File: config.mk
export PLATFORM = sky130hd
export DESIGN_NAME = ebk_accum
export DESIGN_NICKNAME = d
export VERILOG_FILES = /design/src/rtl/ebk_pkg.sv /design/src/rtl/ebk_size_norm.sv /design/src/rtl/ebk_counter.sv /design/src/rtl/ebk_ctrl.sv /design/src/rtl/ebk_accum.sv
export SDC_FILE = /design/constraint.sdc
export NUM_CORES = 1
export LEC_CHECK = 0
export BUFFER_PORTS_ARGS = -buffer_cell sky130_fd_sc_hd__buf_2
export CELL_PAD_IN_SITES_DETAIL_PLACEMENT = 1
export CELL_PAD_IN_SITES_GLOBAL_PLACEMENT = 1
export CORE_AREA = 2 2 49 51
export CTS_CLUSTER_DIAMETER = 100
export DETAILED_ROUTE_END_ITERATION = 12
export DIE_AREA = 0 0 51 53
export PLACE_DENSITY_LB_ADDON = 0.1
export SYNTH_ARGS = -nofsm -noshare
export SYNTH_HDL_FRONTEND = slang
export SYNTH_SLANG_ARGS = --single-unit
File: constraint.sdc
create_clock -name clk -period 3.2 [get_ports clk]
set_input_delay 0.48 -clock clk [delete_from_list [all_inputs] [get_ports clk]]
set_output_delay 0.48 -clock clk [all_outputs]
set_load 0.01 [all_outputs]
File: src/rtl/ebk_pkg.sv
package ebk_pkg;
  typedef enum logic {
    ST_ARMED = 1'b0,
    ST_WAIT  = 1'b1
  } ebk_state_t;
endpackage

File: src/rtl/ebk_size_norm.sv
module ebk_size_norm #(
  parameter int CNT_W = 8
) (
  input  logic [CNT_W-1:0] size_i,
  output logic [CNT_W-1:0] eff_o
);
  localparam logic [CNT_W-1:0] ONE = CNT_W'(1);

  // zero is promoted to a block of one event
  always_comb begin
    eff_o = (size_i == '0) ? ONE : size_i;
  end
endmodule

File: src/rtl/ebk_counter.sv
module ebk_counter #(
  parameter int CNT_W = 8
) (
  input  logic             clk,
  input  logic             rst,
  input  logic             inc_i,
  input  logic             clr_i,
  input  logic [CNT_W-1:0] limit_i,
  output logic [CNT_W-1:0] count_o,
  output logic             reach_o
);
  localparam int EXT_W = CNT_W + 1;

  logic [EXT_W-1:0] next_ext;

  // widened so an increment past the top cannot wrap below the limit
  always_comb begin
    next_ext = {1'b0, count_o} + EXT_W'(1);
    reach_o  = next_ext >= {1'b0, limit_i};
  end

  always_ff @(posedge clk) begin
    if (rst)        count_o <= '0;
    else if (clr_i) count_o <= '0;
    else if (inc_i) count_o <= next_ext[CNT_W-1:0];
  end

  assert_clear_R7: assert property (@(posedge clk) disable iff (rst)
    clr_i |=> (count_o == '0));
endmodule

File: src/rtl/ebk_ctrl.sv
module ebk_ctrl
  import ebk_pkg::*;
(
  input  logic clk,
  input  logic rst,
  input  logic evt_i,
  input  logic ack_i,
  input  logic reach_i,
  output logic inc_o,
  output logic clr_o,
  output logic trig_o,
  output logic armed_o,
  output logic ovf_o
);
  ebk_state_t state_q;
  logic       fire;

  always_comb begin
    inc_o = evt_i && (state_q == ST_ARMED);
    fire  = inc_o && reach_i;
    clr_o = ack_i && (state_q == ST_WAIT);
  end

  always_ff @(posedge clk) begin
    if (rst) begin
      state_q <= ST_ARMED;
      trig_o  <= 1'b0;
      ovf_o   <= 1'b0;
    end else begin
      trig_o <= fire;
      if (evt_i && state_q == ST_WAIT) ovf_o <= 1'b1;
      case (state_q)
        ST_ARMED: if (fire)  state_q <= ST_WAIT;
        ST_WAIT:  if (ack_i) state_q <= ST_ARMED;
        default:             state_q <= ST_ARMED;
      endcase
    end
  end

  assign armed_o = (state_q == ST_ARMED);

  assert_trig_single_R3: assert property (@(posedge clk) disable iff (rst)
    trig_o |=> !trig_o);
  assert_trig_disarms_R5: assert property (@(posedge clk) disable iff (rst)
    trig_o |-> !armed_o);
  assert_ovf_cause_R6: assert property (@(posedge clk) disable iff (rst)
    $rose(ovf_o) |-> $past(evt_i && !armed_o));
  assert_ovf_sticky_R6: assert property (@(posedge clk) disable iff (rst)
    !$past(rst) |-> !$fell(ovf_o));
endmodule

File: src/rtl/ebk_accum.sv
module ebk_accum #(
  parameter int CNT_W = 8
) (
  input  logic             clk,
  input  logic             rst,
  input  logic             evt_stored_i,
  input  logic [CNT_W-1:0] blk_size_i,
  input  logic             rd_ack_i,
  output logic             data_trig_o,
  output logic             armed_o,
  output logic [CNT_W-1:0] evt_count_o,
  output logic             overflow_o
);
  logic [CNT_W-1:0] eff_size;
  logic             inc, clr, reach;

  ebk_size_norm #(.CNT_W(CNT_W)) size_i (
    .size_i (blk_size_i),
    .eff_o  (eff_size)
  );

  ebk_counter #(.CNT_W(CNT_W)) cnt_i (
    .clk     (clk),
    .rst     (rst),
    .inc_i   (inc),
    .clr_i   (clr),
    .limit_i (eff_size),
    .count_o (evt_count_o),
    .reach_o (reach)
  );

  ebk_ctrl ctrl_i (
    .clk     (clk),
    .rst     (rst),
    .evt_i   (evt_stored_i),
    .ack_i   (rd_ack_i),
    .reach_i (reach),
    .inc_o   (inc),
    .clr_o   (clr),
    .trig_o  (data_trig_o),
    .armed_o (armed_o),
    .ovf_o   (overflow_o)
  );

  assert_count_step_R2: assert property (@(posedge clk) disable iff (rst)
    (armed_o && evt_stored_i) |=> (evt_count_o == $past(evt_count_o) + CNT_W'(1)));
  assert_zero_size_R4: assert property (@(posedge clk) disable iff (rst)
    (armed_o && evt_stored_i && blk_size_i == '0) |=> data_trig_o);
  assert_wait_hold_R5: assert property (@(posedge clk) disable iff (rst)
    (!armed_o && !rd_ack_i) |=> ($stable(evt_count_o) && !data_trig_o && !armed_o));
  assert_rearm_R7: assert property (@(posedge clk) disable iff (rst)
    (!armed_o && rd_ack_i) |=> (armed_o && evt_count_o == '0));
  assert_ack_idle_R8: assert property (@(posedge clk) disable iff (rst)
    (armed_o && rd_ack_i && !evt_stored_i) |=> ($stable(evt_count_o) && armed_o));
endmodule

# After elaboration in Yosys (flattened, before gate mapping)
# Cells that the tools add are included.
[totals]
register_bits = 11
latch_bits = 0
ram_bits = 0
rom_bits = 0
input_bits = 12
output_inout_bits = 11
elab_cells = 17
memories = 0
[op_classes]
n_addsub = 1
multipliers = 0
div_mod_pow = 0
magnitude_cmp = 1
eq_ne = 0
n_shift = 0
n_mux = 4
bitwise_logic = 1
n_reduce_logical = 6
[ops]
columns = ["operator", "n"]
rows = [
  ["$add A8 B1 Y9 const B", 1],
  ["$ge A9 B8 Y1", 1],
  ["$logic_not A8 Y1", 1],
  ["$mux W8", 1],
  ["$logic_and A1 B1 Y1", 4],
  ["$mux W1", 2],
  ["$pmux W1 S2", 1],
  ["$reduce_or A2 Y1", 1],
  ["$not A1 Y1", 1],
]

# Depth between registers and ports, before layout
# Gate-level depths: netlist of run 1.
[logic_depth]
ltp_word = 6
depth_mapped = 9
mapped_depth_nobuf = 9

# Hierarchy
# A second synthesis of run 1 with hierarchy kept.
[hier_totals]
hier_cells = 100
area_unflattened_um2 = 799.5
[by_module_without_submodules]
columns = ["mod", "n_inst", "cells_each", "area_each_um2", "seq_area_each_um2"]
rows = [
  ["ebk_counter", 1, 79, 633.1, 160.2],
  ["ebk_ctrl", 1, 11, 115.1, 60.1],
  ["ebk_size_norm", 1, 10, 51.3, 0.0],
]

# Worst setup path before layout of run 1
# Ideal clock, no wire load.
[synth_path]
path_kind = "register to register"
start = "register cnt_i.count_o[0]"
end = "register ctrl_i.state_q"
setup_ps = 127
t_arrival_ps = 2210
required_ps = 3073
path_slack_ps = 864
stages_incl_launch_ff = 10
path_buffers = 0
synth_period_minus_slack_ps = 2336
path_cell_list = "dfxtp_1 -> ha_1 -> and3_2 -> nand3_1 -> xnor2_1 -> ha_1 -> a21o_1 -> a221o_1 -> a31oi_1 -> a31oi_1"
[synth_between]
elab_chain_len = 5
[synth_rtl]
columns = ["element", "line_no", "rtl"]
rows = [
  ["from (decl)", "ebk_counter.sv:9", "output logic [CNT_W-1:0] count_o,"],
  ["from (signal assigned)", "ebk_counter.sv:25", "else if (inc_i) count_o <= next_ext[CNT_W-1:0];"],
  ["$add A8 B1 Y9", "ebk_counter.sv:18", "next_ext = {1'b0, count_o} + EXT_W'(1);"],
  ["via cnt_i.next_ext[6]", "ebk_counter.sv:14", "logic [EXT_W-1:0] next_ext;"],
  ["$ge A9 B8 Y1", "ebk_counter.sv:19", "reach_o = next_ext >= {1'b0, limit_i};"],
  ["$logic_and A1 B1 Y1", "ebk_ctrl.sv:20", "fire = inc_o && reach_i;"],
  ["$mux W1", "ebk_ctrl.sv:33", "ST_ARMED: if (fire) state_q <= ST_WAIT;"],
  ["$pmux W1 S2", "ebk_ctrl.sv:32", "case (state_q)"],
  ["to (signal assigned)", "ebk_ctrl.sv:33", ""],
  ["to (signal assigned)", "ebk_ctrl.sv:34", "ST_WAIT: if (ack_i) state_q <= ST_ARMED;"],
  ["to (signal assigned)", "ebk_ctrl.sv:35", "default: state_q <= ST_ARMED;"],
  ["to (decl)", "ebk_ctrl.sv:15", "ebk_state_t state_q;"],
]
# The timed path passes the listed nets, and every way through them passes these cells.
# A chain may end at the register's enable or synchronous reset.

# Worst setup path after layout of run 1
[layout_path]
start = "register cnt_i.count_o[0]"
end = "register ctrl_i.trig_o"
[layout_between]
elab_chain_len = 3
[layout_rtl]
columns = ["element", "line_no", "rtl"]
rows = [
  ["$add A8 B1 Y9", "ebk_counter.sv:18", ""],
  ["via cnt_i.next_ext[6]", "ebk_counter.sv:14", ""],
  ["$ge A9 B8 Y1", "ebk_counter.sv:19", ""],
  ["$logic_and A1 B1 Y1", "ebk_ctrl.sv:20", ""],
  ["to (signal assigned)", "ebk_ctrl.sv:30", "trig_o <= fire;"],
  ["to (decl)", "ebk_ctrl.sv:11", "output logic trig_o,"],
]
# The timed path passes the listed nets, and every way through them passes these cells.

==> results.toml, run 1 <==
[outcome]
status = "finished clean"

[floorplan]
die_area_um2 = 2700
initial_core_util = 0.353
die_w_um = 51
rows = 17
ios = 23
die-height_um = 53
core_um2 = 2150

[clocking]
tritoncts = "done"
clock-sinks = 11
cts_setup_buffers = 0
cts_root_buf = "clkbuf_4"
hold_buffers = 0
path_clk_slew_ps = 70
insertion_delay_ps = 270
htreeDepth = 1
cts_resized = 0
numCtsBuffers = 3
clock_path_buffers = 2

[drt]
drt-initial-drc-count = 5
via_per_inst = 5.00
via_count = 705
firstDrtPassIters = 2
ant_nets = 0
wirelength_mm = 1.79
drc = 0
post_drt_wl_per_cell_um = 12.7

[logic_synthesis]
ys_ff_latch = 11
ys.warnings.count = 0
yosysMostFrequentCell = "dfxtp_1"
synth_cells = 88
synth_top_area_share = 0.290
synth_largest_area_cell = "dfxtp_1"
synth_common_cells = "dfxtp_1 (11), ha_1 (9), inv_1 (8)"
synth_edf_count = 0
synthTopCellsByArea = "dfxtp_1 (29%), ha_1 (15%), xnor2_1 (6.9%), xor2_1 (5.8%), a21o_1 (4.0%)"
synth_nets = 109
yosys_most_used_dff = "dfxtp_1"
synth_area_per_cell_um2 = 8.62
ys_seq_area_frac = 0.290
synth_area_um2 = 758
async_reset_ff_frac = 0
synth.distinct_cells = 26

[sta]
fin_crit_ps = 2430
final-hold-violation-count = 0
worst_pin_slew_ps = 386
rsz0062_at_grt = "no"
fmax_mhz = 411
finalCritPeriodShare = 0.760
drv_slew = 0
tns_ps = 0
setup_violations = 0
holdWs_ps = 418
final.setup_skew_ps = 5.94
slew_headroom = 0.743

[flow_run]
drv_cap = 0

[power_and_ir_drop]
switching_share = 0.259
p_per_area_nw_per_um2 = 303
pwr-share-seq = 0.517
combPwrFrac = 0.151
p_clk_frac = 0.333
power.net_switching_w = 0.0000724
ir_drop_mv = 0.188
p_leak_nw = 0.478
p_int_w = 0.000207

[critical_path]
reg2reg_to = "ctrl_i.trig_o"
cp-start-kind = "flip-flop"
path_common_cell = "ha_1"
crit_required_ps = 3340
cpMaxStageDelayCell = "dfxtp_1"
crit_chain = "ha_1, and3_2, nand3_1, xnor2_1, ha_1, a21o_1, a221o_1, a31oi_1, a211oi_1"
regToRegStartpoint = "cnt_i.count_o[0]"
slowest_delay_ps = 450
critPathMaxFanout = 5
path_class = "reg -> reg"
critical_path_arrival_ps = 2570
rr_worst_depth = 9
crit_path_end_kind = "flip-flop"
regToRegSetupSlack_ps = 770

[placed_design]
port_buffers = 22
hpwl_mm = 1.51
routabilityCongestion = 0.731

[final_layout]
nets = 135
antenna_cells = 0
drive_above_1_share = 0.248
area_growth_pct = 21.9

[grt]
antenna_found_initial = 0
overflow = 0
grt_pass1_wl_mm = 3.37
grt_max_degree = 10
grt_pass1_vias = 739
track_usage = 0.171

[worst_hold_path]
holdPathStages = 2
hold_end = "ctrl_i.ovf_o"
hold_path_class = "in -> reg"
hp-start = "rst"
-- cell usage in the layout, fill, tap and decap left out, types with 2 or more instances in the layout --
cell      netlist  layout
buf_2           0      22
dfxtp_1        11      11
ha_1            9       9
inv_1           8       8
nor2_1          7       7
nand2_1         6       6
xnor2_1         6       6
xor2_1          5       5
a21oi_1         5       5
a21o_1          4       4
o21ai_0         3       3
clkbuf_4        0       3
nor3_1          2       2
nand3_1         2       2
nor2b_1         2       2
nand2b_1        2       2
nand4_1         2       2
or3_1           2       2
and3_1          2       2
a31oi_1         2       2
-- cell families (layout without fill, tap and decap cells) --
logic type               Yosys count  after routing  synth area share
AO/OA/AOI/OAI                     17             17             0.145
XOR/XNOR                          11             11             0.127
adder cells (fa/ha/maj)            9              9             0.149
buffers and inverters              9             34            0.0462
flip-flops                        11             11             0.290
AND/OR/NAND/NOR                   31             31             0.243
-- sequential cells by signal (all words and copies together), names as in the netlist --
register and cells:
ctrl_i.trig_o 1, cnt_i.count_o 8, ctrl_i.state_q 1, ctrl_i.ovf_o 1
-- power groups by stage --
stage	clock network, W	logic, W	registers [W]
5_1_grt	0.000104	0.0000495	0.000145
4_1_cts	0.0000979	0.0000436	0.000145
6_report	0.0000930	0.0000421	0.000145
3_3_place_gp	0	0.0000416	0.000148
3_5_place_dp	0	0.0000432	0.000148
2_1_floorplan	0	0.0000241	0.000149
-- metrics by stage --
step	power, W	cells	setup WS [ps]	area [um^2]	util
floorplan	0.000173	88	864	758	-
global placement	0.000189	137	827	898	0.418
detailed placement	0.000191	137	760	898	0.418
CTS	0.000286	141	739	925	0.430
global route	0.000299	141	544	925	0.430
finish	0.000280	141	768	925	0.430
-- worst max-delay path, delay by kind of cell (launching register included) --
family | cells | cell delay, ps
simple gates | 2 | 320
fa+ha+maj | 2 | 560
xor+xnor | 1 | 150
flops | 1 | 450
compound gates | 4 | 820
-- routing by layer --
layer  vias up  routed length (um)  global-route usage
met5         -                   0                   0
met1       328                 753               0.199
met2        12                 937               0.303
met3         4                  76              0.0452
met4         0                  19              0.0541
li1        361                   -                   -
-- layout make-up --
class                   instances  area [um^2]
flip-flops and latches         11          220
well taps                      28         35.0
clock buffers                   4         26.3
multi-input cells              68          503
repair buffers                 22          110
inverters                       8         30.0
fillers                       272         1220
-- how the worst max path moves through the flow --
stage,start,cells past startpoint,to,slack [ps]
after global placement,cnt_i.count_o[0],9,ctrl_i.trig_o,830
after CTS,cnt_i.count_o[0],9,ctrl_i.trig_o,740
after global routing,cnt_i.count_o[0],9,ctrl_i.state_q,540
after detailed placement,cnt_i.count_o[0],9,ctrl_i.trig_o,760
final,cnt_i.count_o[0],9,ctrl_i.trig_o,770
after floorplan,cnt_i.count_o[0],9,ctrl_i.state_q,860
Power figures use the tool's default switching activity.
==> run 2, diff against run 1 <==
--- a/config.mk
+++ b/config.mk
@@ -5,13 +5,14 @@
 export SDC_FILE = /design/constraint.sdc
 export NUM_CORES = 1
 export LEC_CHECK = 0
+export ABC_AREA = 1
 export BUFFER_PORTS_ARGS = -buffer_cell sky130_fd_sc_hd__buf_2
 export CELL_PAD_IN_SITES_DETAIL_PLACEMENT = 1
 export CELL_PAD_IN_SITES_GLOBAL_PLACEMENT = 1
-export CORE_AREA = 2 2 49 51
+export CORE_AREA = 2 2 54 56
 export CTS_CLUSTER_DIAMETER = 100
 export DETAILED_ROUTE_END_ITERATION = 12
-export DIE_AREA = 0 0 51 53
+export DIE_AREA = 0 0 56 58
 export PLACE_DENSITY_LB_ADDON = 0.1
 export SYNTH_ARGS = -nofsm -noshare
 export SYNTH_HDL_FRONTEND = slang
==> constraint.sdc (replaced) <==
create_clock -name clk -period 2.2 [get_ports clk]
set_input_delay 0.33 -clock clk [delete_from_list [all_inputs] [get_ports clk]]
set_output_delay 0.33 -clock clk [all_outputs]
set_load 0.01 [all_outputs]
==> run 2 against run 1 <==
Compared with the run above: clock-buffer cell count is 1 lower; register-to-register slack worse by 490 ps; non-clock buffer count is 1 higher; global-route usage is 3.1 points lower; clock skew is 2.9 ps lower; sequential cell count stayed put; die area is 20% higher; core utilization is 8.0 points lower.
==> results.toml, run 2 <==
[outcome]
status = "finished clean"

[worst_hold_path]
hp-start = "rst"
hold_path_class = "in -> reg"
holdPathStages = 2
hold_end = "ctrl_i.ovf_o"

[clocking]
tritoncts = "done"
clock_path_buffers = 2
clock-sinks = 11
cts_setup_buffers = 0
path_clk_slew_ps = 80
insertion_delay_ps = 280
cts_root_buf = "clkbuf_4"
htreeDepth = 1
numCtsBuffers = 3
cts_resized = 0
hold_buffers = 0

[critical_path]
reg2reg_to = "ctrl_i.state_q"
regToRegSetupSlack_ps = 280
crit_path_end_kind = "flip-flop"
critPathMaxFanout = 4
cp-start-kind = "flip-flop"
critical_path_arrival_ps = 2100
regToRegStartpoint = "cnt_i.count_o[1]"
crit_required_ps = 2380
path_class = "reg -> reg"
rr_worst_depth = 14

[logic_synthesis]
synth_nets = 131
synth_common_cells = "inv_1 (29), nand2_1 (21), dfxtp_1 (11)"
synth_largest_area_cell = "dfxtp_1"
synth_edf_count = 0
yosysMostFrequentCell = "inv_1"
synth_top_area_share = 0.292
ys.warnings.count = 0
synth_area_um2 = 753
synth_cells = 110
ys_seq_area_frac = 0.292
synth_area_per_cell_um2 = 6.85
synthTopCellsByArea = "dfxtp_1 (29%), ha_1 (15%), inv_1 (14%), nand2_1 (10%), xor2_1 (7.0%)"
async_reset_ff_frac = 0
synth.distinct_cells = 16
yosys_most_used_dff = "dfxtp_1"
ys_ff_latch = 11

[placed_design]
placed_cell_area_um2 = 905
routabilityCongestion = 0.783
dp_slack_ps = 264
hpwl_mm = 1.62
port_buffers = 22

[drt]
wirelength_mm = 1.89
via_count = 736
drc = 0
ant_nets = 0
drt-initial-drc-count = 9
post_drt_wl_per_cell_um = 11.3
firstDrtPassIters = 2
via_per_inst = 4.41

[sta]
finalCritPeriodShare = 0.873
drv_slew = 0
fin_crit_ps = 1920
rsz0062_at_grt = "no"
tns_ps = 0
final.setup_skew_ps = 3.00
holdWs_ps = 234
fmax_mhz = 520
setup_violations = 0
layout_setup_ws_ps = 278
final-hold-violation-count = 0
slew_headroom = 0.610
worst_pin_slew_ps = 582

[grt]
grt_pass1_vias = 779
overflow = 0
track_usage = 0.140
grt_max_degree = 14
grt_pass1_wl_mm = 3.44
antenna_found_initial = 0

[final_layout]
largest_reg_flops = 8
regMostFlops = "cnt_i.count_o"
stdcell_area_um2 = 932
area_growth_pct = 23.8
layout_commonest_cell = "inv_1"
drive_above_1_share = 0.228
regArea_um2 = 220
fillers = 366
multi_input_area_um2 = 419
antenna_cells = 0
nets = 158
final_cell_mix = "inv_1 (29), buf_2 (22), nand2_1 (21), dfxtp_1 (11)"

[floorplan]
ios = 23
die-height_um = 58
rows = 19
initial_core_util = 0.283
core_um2 = 2660
die_area_um2 = 3250
die_w_um = 56

[power_and_ir_drop]
p_leak_nw = 0.564
power.total_w = 0.000524
p_per_area_nw_per_um2 = 563
ir_drop_mv = 0.290

[flow_run]
drv_cap = 0
[run 2: changes by cell type after synthesis, moves of 3 or more]
cell,previous run,this run
inv_1,8,29
a21oi_1,5,9
a21o_1,4,0
nand2_1,6,21
xnor2_1,6,0
o21ai_1,0,3
[run 2: how the worst max path moves through the flow]
stage          cells past startpoint             start  slack (ps)             end
4_1_cts                           14  cnt_i.count_o[1]         250  ctrl_i.state_q
6_report                          14  cnt_i.count_o[1]         280  ctrl_i.state_q
3_3_place_gp                      17  cnt_i.count_o[0]         310  ctrl_i.state_q
5_1_grt                           17  cnt_i.count_o[0]          40  ctrl_i.state_q
3_5_place_dp                      14  cnt_i.count_o[1]         260  ctrl_i.state_q
2_1_floorplan                     14  cnt_i.count_o[0]         360  ctrl_i.state_q
[run 2: final cells by class]
class	instances	area share
clock inverters	1	0.00537
well taps	31	0.0416
repair buffers	23	0.126
multi-input cells	69	0.450
flip-flops and latches	11	0.236
clock buffers	3	0.0242
inverters	29	0.117
[run 2: report_power, final]
| group | internal [W] | switching [W] | total, W | leakage, nW |
|---|---|---|---|---|
| Combinational | 0.0000600 | 0.0000844 | 0.000144 | 0.456 |
| Clock | 0.0000674 | 0.0000818 | 0.000149 | 0.0177 |
| Sequential | 0.000215 | 0.0000156 | 0.000231 | 0.0904 |
[run 2: cell families (layout without fill, tap and decap cells)]
kind of cell    after synthesis  count (layout)  share of synthesized area
fa+ha+maj                     9               9                      0.150
xor+xnor                      6               6                     0.0698
compound gates               18              18                      0.125
flops                        11              11                      0.292
simple gates                 36              36                      0.213
buf+inv                      30              56                      0.151
[run 2: through the flow]
step | util | cells
after floorplan | - | 110
after global placement | 0.340 | 163
after detailed placement | 0.340 | 163
after CTS | 0.350 | 167
after global routing | 0.350 | 167
final | 0.350 | 167
[run 2: critical path, stage by stage, from the launching register on]
cell	delay, ps
dfxtp_1	390
ha_1	220
nand3_2	110
xor2_1	240
ha_1	290
nand2_1	60
inv_1	50
nand2_1	60
nand3_1	80
nand2_1	70
nand2_1	50
nand2_1	50
nand2_1	50
nand2_1	70
nand2_1	50
[run 2: per-layer routing]
metal  global-route usage  routed length [um]
met5                    0                   0
met4               0.0408                   0
met3               0.0402                  78
met2                0.242                 924
met1                0.170                 890
